**src/rtl/xmon_pkg.sv**
```systemverilog
package xmon_pkg;

  typedef enum logic [1:0] {
    OP_LDEX  = 2'd0,
    OP_STEX  = 2'd1,
    OP_ST    = 2'd2,
    OP_CLREX = 2'd3
  } xmon_op_e;

  localparam logic STAT_PASS = 1'b0;
  localparam logic STAT_FAIL = 1'b1;

endpackage

```
**src/rtl/xmon_gran_cmp.sv**
```systemverilog
module xmon_gran_cmp #(
  parameter int ADDR_W  = 32,
  parameter int SIZE_W  = 2,
  parameter int GRAN_LG = 3,
  parameter bit RELAXED = 1'b0
) (
  input  logic [ADDR_W-1:0]         req_addr,
  input  logic [SIZE_W-1:0]         req_size,
  input  logic [ADDR_W-GRAN_LG-1:0] tag_gran,
  output logic [ADDR_W-GRAN_LG-1:0] first_gran,
  output logic                      stex_hit,
  output logic                      st_hit
);
  localparam int GW = ADDR_W - GRAN_LG;
  localparam int OW = GRAN_LG + 1;
  localparam logic [OW-1:0] GRAN_LAST = OW'((1 << GRAN_LG) - 1);

  logic [OW-1:0] span;
  logic [OW-1:0] offs_end;
  logic          crosses;
  logic [GW-1:0] last_gran;

  always_comb begin
    first_gran = req_addr[ADDR_W-1:GRAN_LG];
    span       = OW'((1 << req_size) - 1);
    offs_end   = {1'b0, req_addr[GRAN_LG-1:0]} + span;
    crosses    = offs_end > GRAN_LAST;
    last_gran  = first_gran + GW'(crosses);
    st_hit     = (first_gran == tag_gran) || (last_gran == tag_gran);
  end

  generate
    if (RELAXED) begin : g_relaxed
      assign stex_hit = 1'b1;
    end else begin : g_checked
      assign stex_hit = (first_gran == tag_gran);
    end
  endgenerate

endmodule

```
**src/rtl/xmon_tag.sv**
```systemverilog
module xmon_tag #(
  parameter int GW = 29
) (
  input  logic                 clk,
  input  logic                 rst_n,
  input  logic                 fire,
  input  xmon_pkg::xmon_op_e   op,
  input  logic [GW-1:0]        new_gran,
  input  logic                 st_hit,
  input  logic                 clr_pin,
  output logic                 tag_valid,
  output logic [GW-1:0]        tag_gran
);
  import xmon_pkg::*;

  logic          valid_nx;
  logic [GW-1:0] gran_nx;
  logic          clr_any;

  always_comb begin
    clr_any  = clr_pin || (fire && op == OP_CLREX);
    valid_nx = tag_valid;
    gran_nx  = tag_gran;
    if (clr_any) begin
      valid_nx = 1'b0;
    end else if (fire) begin
      unique case (op)
        OP_LDEX: begin
          valid_nx = 1'b1;
          gran_nx  = new_gran;
        end
        OP_STEX: valid_nx = 1'b0;
        OP_ST:   if (st_hit) valid_nx = 1'b0;
        default: valid_nx = tag_valid;
      endcase
    end
  end

  always_ff @(posedge clk or negedge rst_n) begin
    if (!rst_n) begin
      tag_valid <= 1'b0;
      tag_gran  <= '0;
    end else begin
      tag_valid <= valid_nx;
      tag_gran  <= gran_nx;
    end
  end

endmodule

```
**src/rtl/xmon_rsp.sv**
```systemverilog
module xmon_rsp (
  input  logic clk,
  input  logic rst_n,
  input  logic load,
  input  logic status_in,
  input  logic rsp_ready,
  output logic rsp_valid,
  output logic rsp_status,
  output logic slot_free
);
  assign slot_free = !rsp_valid || rsp_ready;

  always_ff @(posedge clk or negedge rst_n) begin
    if (!rst_n) begin
      rsp_valid  <= 1'b0;
      rsp_status <= xmon_pkg::STAT_FAIL;
    end else if (slot_free) begin
      rsp_valid <= load;
      if (load) rsp_status <= status_in;
    end
  end

endmodule

```
**src/rtl/xmon_local.sv**
```systemverilog
module xmon_local #(
  parameter int ADDR_W  = 32,
  parameter int SIZE_W  = 2,
  parameter int GRAN_LG = 3,
  parameter bit RELAXED = 1'b0
) (
  input  logic              clk,
  input  logic              rst_n,
  input  logic              req_valid,
  output logic              req_ready,
  input  logic [1:0]        req_op,
  input  logic [ADDR_W-1:0] req_addr,
  input  logic [SIZE_W-1:0] req_size,
  input  logic              clear_excl,
  output logic              rsp_valid,
  input  logic              rsp_ready,
  output logic              rsp_status
);
  import xmon_pkg::*;

  localparam int GW = ADDR_W - GRAN_LG;

  xmon_op_e      op;
  logic          fire;
  logic          tag_valid;
  logic [GW-1:0] tag_gran;
  logic [GW-1:0] first_gran;
  logic          stex_hit;
  logic          st_hit;
  logic          stex_fire;
  logic          stex_status;

  assign op          = xmon_op_e'(req_op);
  assign fire        = req_valid && req_ready;
  assign stex_fire   = fire && (op == OP_STEX);
  assign stex_status = (tag_valid && stex_hit) ? STAT_PASS : STAT_FAIL;

  xmon_gran_cmp #(
    .ADDR_W (ADDR_W),
    .SIZE_W (SIZE_W),
    .GRAN_LG(GRAN_LG),
    .RELAXED(RELAXED)
  ) u_cmp (
    .req_addr  (req_addr),
    .req_size  (req_size),
    .tag_gran  (tag_gran),
    .first_gran(first_gran),
    .stex_hit  (stex_hit),
    .st_hit    (st_hit)
  );

  xmon_tag #(.GW(GW)) u_tag (
    .clk      (clk),
    .rst_n    (rst_n),
    .fire     (fire),
    .op       (op),
    .new_gran (first_gran),
    .st_hit   (st_hit),
    .clr_pin  (clear_excl),
    .tag_valid(tag_valid),
    .tag_gran (tag_gran)
  );

  xmon_rsp u_rsp (
    .clk       (clk),
    .rst_n     (rst_n),
    .load      (stex_fire),
    .status_in (stex_status),
    .rsp_ready (rsp_ready),
    .rsp_valid (rsp_valid),
    .rsp_status(rsp_status),
    .slot_free (req_ready)
  );

endmodule

```
**config.mk**
```make
export PLATFORM = sky130hd
export DESIGN_NAME = xmon_local
export DESIGN_NICKNAME = d
export VERILOG_FILES = /design/src/rtl/xmon_pkg.sv /design/src/rtl/xmon_gran_cmp.sv /design/src/rtl/xmon_tag.sv /design/src/rtl/xmon_rsp.sv /design/src/rtl/xmon_local.sv
export SDC_FILE = /design/constraint.sdc
export NUM_CORES = 1
export LEC_CHECK = 0
export ABC_AREA = 1
export CAP_MARGIN = 10
export CORE_ASPECT_RATIO = 0.75
export CORE_MARGIN = 4
export CORE_UTILIZATION = 55
export DETAILED_ROUTE_END_ITERATION = 8
export GPL_TIMING_DRIVEN = 0
export PLACE_DENSITY_LB_ADDON = 0.3
export SYNTH_ARGS = -nofsm -noshare
export SYNTH_HDL_FRONTEND = slang
export SYNTH_HIERARCHICAL = 1
export SYNTH_SLANG_ARGS = --single-unit
```
**constraint.sdc**
```tcl
create_clock -name clk -period 4 [get_ports clk]
set_input_delay 0.6 -clock clk [delete_from_list [all_inputs] [get_ports clk]]
set_output_delay 0.6 -clock clk [all_outputs]
set_load 0.01 [all_outputs]
```
==> reports/metrics.csv, run 1 <==
metric,value,unit
Clock Path Buffers,2,
"Cell Area, Placed",3730,um^2
CP Data Arrival Time,3.92,ns
Critical R2R Launch,u_tag/tag_gran[1],
post-synthesis register bit count,32,
Peak VDD IR,0.192,mV
Vias/cell,4.93,
PwrDens,300,nW/um^2
Netlist cell types,31,
most frequent cell after synthesis,nand2_1,
GRT Residual Overflow,0,
Clock H-tree levels,2,
Crit Path Max Fanout,6,
worst-margin pin slew,0.741,ns
DRC Markers,0,
Fill cells,495,
Syn Inst Count,514,
largest cells by area after synthesis,"dfrtp_1 24%, nand2_1 20%, inv_1 11%",
core footprint,5500,um^2
Worst Hold Class,in2async,
nets,621,
gr usage total,24.8,%
hold-fix buffers at CTS,0,
Tcrit/Tclk final,93.7,%
Static Leak,2.09,nW
FP Rows,23,
Mapped Area,3210,um^2
WP data required,4.17,ns
die width,96.2,um
drt wl/cell,12.6,um
port buffer count,43,
Slew headroom,50.6,%
number of global-route vias before repair,3015,
first-pass GRT wire length,13800,um
pin count of the biggest net entering global routing,33,
CP Launch Point,req_addr[2],
post-synth top area cell,dfrtp_1,
CTS tree,yes,
"Design Area, Final",3920,um^2
Final Skew,0.00473,ns
"Slew Viols, Final",0,
"Setup violations, final",0,
clock slew at reported path FFs,0.07,ns
First-pass DRT Iterations,5,
post-layout min period,3.75,ns
"Hold Vio Cnt, Final",0,
crit path launch type,input pin,
die area,7130,um^2
area grow syn2layout,22.2,%
CTS buffer count,5,
initial antenna violation count,0,
Final HPWL DP,6370,um
GP Congestion,0.929,
Avg Inst Size Synth,6.24,um^2
async set-reset flop share out of synthesis,100,%
Initial Util,58.3,%
Syn Nets,564,
# diodes,0,
status,finished clean,
CP Class,in2reg,
Post-synth EDFFs,0,
Skew-Pair Late Insertion Delay,0.28,ns
R2R cell count,17,
vias,3189,
sequential cell area fraction in the yosys report,25.0,%
clock sinks,32,
DIE HEIGHT,74.1,um
YS warnings,6,
I/O pins,44,
synth cell count leaders,"170 x nand2_1, 92 x inv_1, 45 x nor2_1",
final WL,8180,um
hold slack,0.365,ns
maxcap violations,0,
critical path endpoint category,register,
Root Buffer,clkbuf_8,
Synth Flop Type,dfrtp_1,
Initial DRC Count,206,
share of the synthesized area in the top cell type,24.2,%
antenna-violating nets left,0,
f_max,0.267,GHz
layout cell share with drive strength beyond 1,14.7,%
## layout make-up
| class | count | area [um^2] | share of cell area, % |
|---|---|---|---|
| Buffer | 35 | 267 | 6.80 |
| Clock buffer | 8 | 90.1 | 2.30 |
| Inverter | 92 | 345 | 8.82 |
| Multi-Input combinational cell | 355 | 1840 | 47.1 |
| Sequential cell | 32 | 802 | 20.5 |
| Tap cell | 75 | 93.8 | 2.40 |
| Timing Repair Buffer | 50 | 475 | 12.1 |
## state kept, by name, summed over array words and instances (netlist names)
name	cells
u_rsp/rsp_valid	1
u_rsp/rsp_status	1
u_tag/tag_gran	29
u_tag/tag_valid	1
## worst max-delay path, stage by stage
cell	delay, ns
clkdlybuf4s50_1	0.45
inv_1	0.04
ha_1	0.28
inv_2	0.07
ha_4	0.20
a31oi_4	0.18
xnor2_1	0.14
ha_2	0.23
ha_4	0.14
inv_2	0.05
nor2_4	0.24
buf_6	0.13
buf_4	0.11
nand4_1	0.09
nand2_1	0.09
nand2_1	0.06
nor2_2	0.12
nand3_1	0.08
nor2_1	0.12
nand2_1	0.08
nand2_1	0.06
inv_1	0.05
a21oi_2	0.14
nand3_1	0.08
nand2_1	0.06
nor2_1	0.04
## per-layer routing
layer	global-route usage [%]	up-vias	routed length, um
li1	-	1647	-
met1	34.2	1457	3960
met2	41.1	80	3650
met3	4.04	5	531
met4	5.05	0	40
met5	0	-	0
## report_power, final
group	switching (mW)	total (mW)	internal [mW]
sequential	0.0469	0.435	0.388
clock	0.124	0.264	0.141
combinational	0.262	0.475	0.213
total	0.433	1.17	0.742
## worst paths after layout
kind	endpoint	slack, ns
max	u_tag/tag_valid	0.25
min	u_tag/tag_gran[6]	0.36
max reg2reg	u_tag/tag_valid	2.06
min reg2reg	u_rsp/rsp_status	0.47
max in group asynchronous	u_tag/tag_valid	3.14
min in group clk	u_rsp/rsp_status	0.47
## cells by family (layout without fill, tap and decap cells)
logic type	after synthesis	count (layout)	synth area share (%)
flip-flops	32	32	25.0
XOR/XNOR	26	26	7.10
buffers and inverters	127	185	19.1
adder cells (fa/ha/maj)	9	9	3.51
AO/OA/AOI/OAI	40	40	6.91
AND/OR/NAND/NOR	280	280	38.4
## metrics by stage
step / cells / setup TNS (ns) / util (%) / power [mW] / setup WS (ns)
floorplan: 514 / 0 / - / 0.744 / 0.409
global placement: 632 / -0.487 / 67.9 / 0.873 / -0.487
detailed placement: 632 / -0.534 / 67.8 / 0.888 / -0.534
CTS: 644 / 0 / 70.1 / 1.16 / 0.159
global route: 647 / -0.0156 / 71.3 / 1.27 / -0.0156
finish: 647 / 0 / 71.3 / 1.17 / 0.252
## cell usage in the layout (no fill, tap or decap), types with 3 or more instances in the layout
master / instances
nand4_1: 13
o21ai_0: 9
o21ai_1: 20
dfrtp_1: 31
a21oi_2: 3
buf_6: 5
buf_4: 34
nand2_1: 170
ha_1: 6
inv_1: 90
clkbuf_8: 6
nand2_2: 7
o21bai_1: 5
nand3_1: 26
xor2_1: 14
buf_2: 3
clkdlybuf4s50_1: 40
nor2_4: 4
nor2_1: 43
clkbuf_2: 3
nor2_2: 6
xnor2_1: 12
or2_2: 3
## what timing repair did
action	in CTS	in global routing
gates resized for setup	5	14
setup buffers	4	3
setup endpoints to repair	1	1
pin swaps	7	16
Note: power is estimated with default switching activity, not from simulation.
==> run 2: changes to the inputs <==
--- a/config.mk
+++ b/config.mk
@@ -6,10 +6,11 @@
 export NUM_CORES = 1
 export LEC_CHECK = 0
 export ABC_AREA = 1
+export ABC_CLOCK_PERIOD_IN_PS = 4000
 export CAP_MARGIN = 10
 export CORE_ASPECT_RATIO = 0.75
 export CORE_MARGIN = 4
-export CORE_UTILIZATION = 55
+export CORE_UTILIZATION = 54
 export DETAILED_ROUTE_END_ITERATION = 8
 export GPL_TIMING_DRIVEN = 0
 export PLACE_DENSITY_LB_ADDON = 0.3
==> run 2 against run 1 <==
Count of clock-buffer cells in the layout down 2. Clock power hardly changed. Non-clock buffer count rose by 1. Setup slack gained 0.012 ns. Critical endpoint unchanged.
==> reports/metrics.csv, run 2 (synthesized netlist as in run 1, its figures left out) <==
metric,value,unit,change
status,finished clean,,
critical path endpoint category,register,,
CTS tree,yes,,
FP Rows,24,,+4.3%
Clock Path Buffers,2,,unchanged
clock sinks,32,,unchanged
Skew-Pair Late Insertion Delay,0.28,ns,about the same
Critical Path End,u_tag/tag_valid,,
Initial DRC Count,161,,-22%
Peak VDD IR,0.174,mV,-9.8%
met2 WL,3620,um,-0.88%
first-pass GRT wire length,13600,um,-1.5%
reg2reg setup slack,2.04,ns,-0.02 ns
Clock H-tree levels,2,,unchanged
pin count of the biggest net entering global routing,33,,unchanged
"commonest non-fill, non-tap cells in the layout","170 x nand2_1, 90 x inv_1, 43 x nor2_1",,
DR top layer,met4,,
"Slew Viols, Final",0,,unchanged
Largest Register,u_tag/tag_gran,,
CTS buffer count,5,,unchanged
vias,3277,,+2.8%
First-pass DRT Iterations,7,,+2
hold-fix buffers at CTS,0,,unchanged
CP Data Arrival Time,3.92,ns,about the same
WP data required,4.18,ns,about the same
port buffer count,43,,unchanged
PwrDens,297,nW/um^2,-1.0%
crit path launch type,input pin,,
Final HPWL DP,6320,um,-0.88%
"Hold Vio Cnt, Final",0,,unchanged
Worst Hold Class,in2async,,
core footprint,5800,um^2,+5.4%
final WL,8180,um,about the same
WL met3,674,um,+27%
nets,622,,+0.16%
maxcap violations,0,,unchanged
end of the worst register-to-register path,u_tag/tag_valid,,
DRC Markers,0,,unchanged
initial antenna violation count,0,,unchanged
antenna-violating nets left,0,,unchanged
drt wl/cell,12.6,um,-0.55%
WL met1,3760,um,-4.9%
area grow syn2layout,23.2,%,
R2R cell count,18,,+1
hold slack,0.385,ns,+0.0205 ns
Critical R2R Launch,u_tag/tag_gran[8],,
CP Launch Point,req_addr[2],,
"Setup violations, final",0,,unchanged
GRT Residual Overflow,0,,unchanged
Static Leak,2.12,nW,+1.2%
layout cell share with drive strength beyond 1,15.5,%,+0.85 points
gr usage total,23.1,%,-1.6 points
Final Skew,0.00515,ns,+0.000425 ns
Tcrit/Tclk final,93.4,%,-0.29 points
Largest register FFs,29,,unchanged
unrepaired setup endpoints after global routing,false,,
# diodes,0,,unchanged
"most common cell after layout, fill and taps aside",nand2_1,,
die area,7250,um^2,+1.7%
f_max,0.268,GHz,+0.31%
Vias/cell,5.03,,+2.1%
Slew headroom,49.2,%,-1.4 points
Finished Core Util,68.2,%,-3.1 points
CP Class,in2reg,,
number of global-route vias before repair,3003,,-0.40%
GP Congestion,0.935,,+0.71%
Crit Path Max Fanout,7,,+1
clock slew at reported path FFs,0.07,ns,about the same
DIE HEIGHT,74.7,um,+0.82%
post-layout min period,3.74,ns,-0.0116 ns
I/O pins,44,,unchanged
die width,97.0,um,+0.85%
Root Buffer,clkbuf_8,,
worst-margin pin slew,0.762,ns,+0.0210 ns
Initial Util,55.3,%,-3.0 points
-- run 2: cell types whose count changed in the layout (fill, tap and decap cells not counted), sizes merged --
cell,previous run,this run
clkbuf,11,9
buf,42,43
clkinv,0,2
-- run 2: per-stage QoR --
step	worst slack (ns)	cells	TNS (ns)	power, mW	instance area, um^2
global placement	-0.464	635	-0.464	0.872	3730
floorplan	0.409	514	0	0.744	3210
finish	0.264	651	0	1.17	3950
detailed placement	-0.582	635	-0.582	0.888	3730
CTS	0.146	649	0	1.17	3890
global route	0.0160	651	0	1.27	3950
-- run 2: layout make-up --
cell class,count,area (um^2)
Multi-Input combinational cell,355,1870
Fill cell,520,1840
Sequential cell,32,802
Timing Repair Buffer,51,479
Inverter,92,345
Buffer,35,267
Tap cell,78,97.6
Clock buffer,6,82.6
Clock inverter,2,10.0
-- run 2: worst min path at each step --
stage	from	endpoint	slack, ns	cells after the start
finish	rst_n	u_tag/tag_gran[6]	0.39	1
global route	rst_n	u_tag/tag_gran[7]	0.44	1
CTS	rst_n	u_tag/tag_gran[13]	0.41	1
detailed placement	u_rsp/rsp_status	u_rsp/rsp_status	0.46	2
global placement	u_rsp/rsp_status	u_rsp/rsp_status	0.46	2
floorplan	rst_n	u_rsp/rsp_valid	0.30	0
-- run 2: power by group --
part / switching, mW / internal, mW
Combinational: 0.261 / 0.211
Clock: 0.127 / 0.137
Sequential: 0.0472 / 0.388
-- run 2: critical path, cell delays in order --
cell and delay, ns:
clkdlybuf4s50_1 0.47, inv_2 0.04, ha_4 0.25, inv_1 0.05, ha_4 0.21, a31oi_2 0.18
xnor2_1 0.14, ha_2 0.23, ha_4 0.14, inv_2 0.05, nor2_4 0.21, nand3_4 0.14
nor2_8 0.15, buf_4 0.14, xnor2_1 0.05, nor2_1 0.12, nand2_1 0.06, nor2_1 0.14
nand2_1 0.08, nand2_1 0.06, inv_1 0.05, a21oi_2 0.17, nand3_2 0.10, nand2_1 0.06
nor2_1 0.03
-- run 2: per-layer routing --
metal | global-route usage [%] | vias to the layer above
met5 | 0 | -
met3 | 4.07 | 14
li1 | - | 1652
met2 | 37.6 | 116
met1 | 32.2 | 1495
met4 | 6.39 | 0
-- run 2: timing repair --
action,in CTS,in global routing
setup endpoints to repair,1,1
gates resized for setup,7,15
pin swaps,6,15
setup buffers,6,2
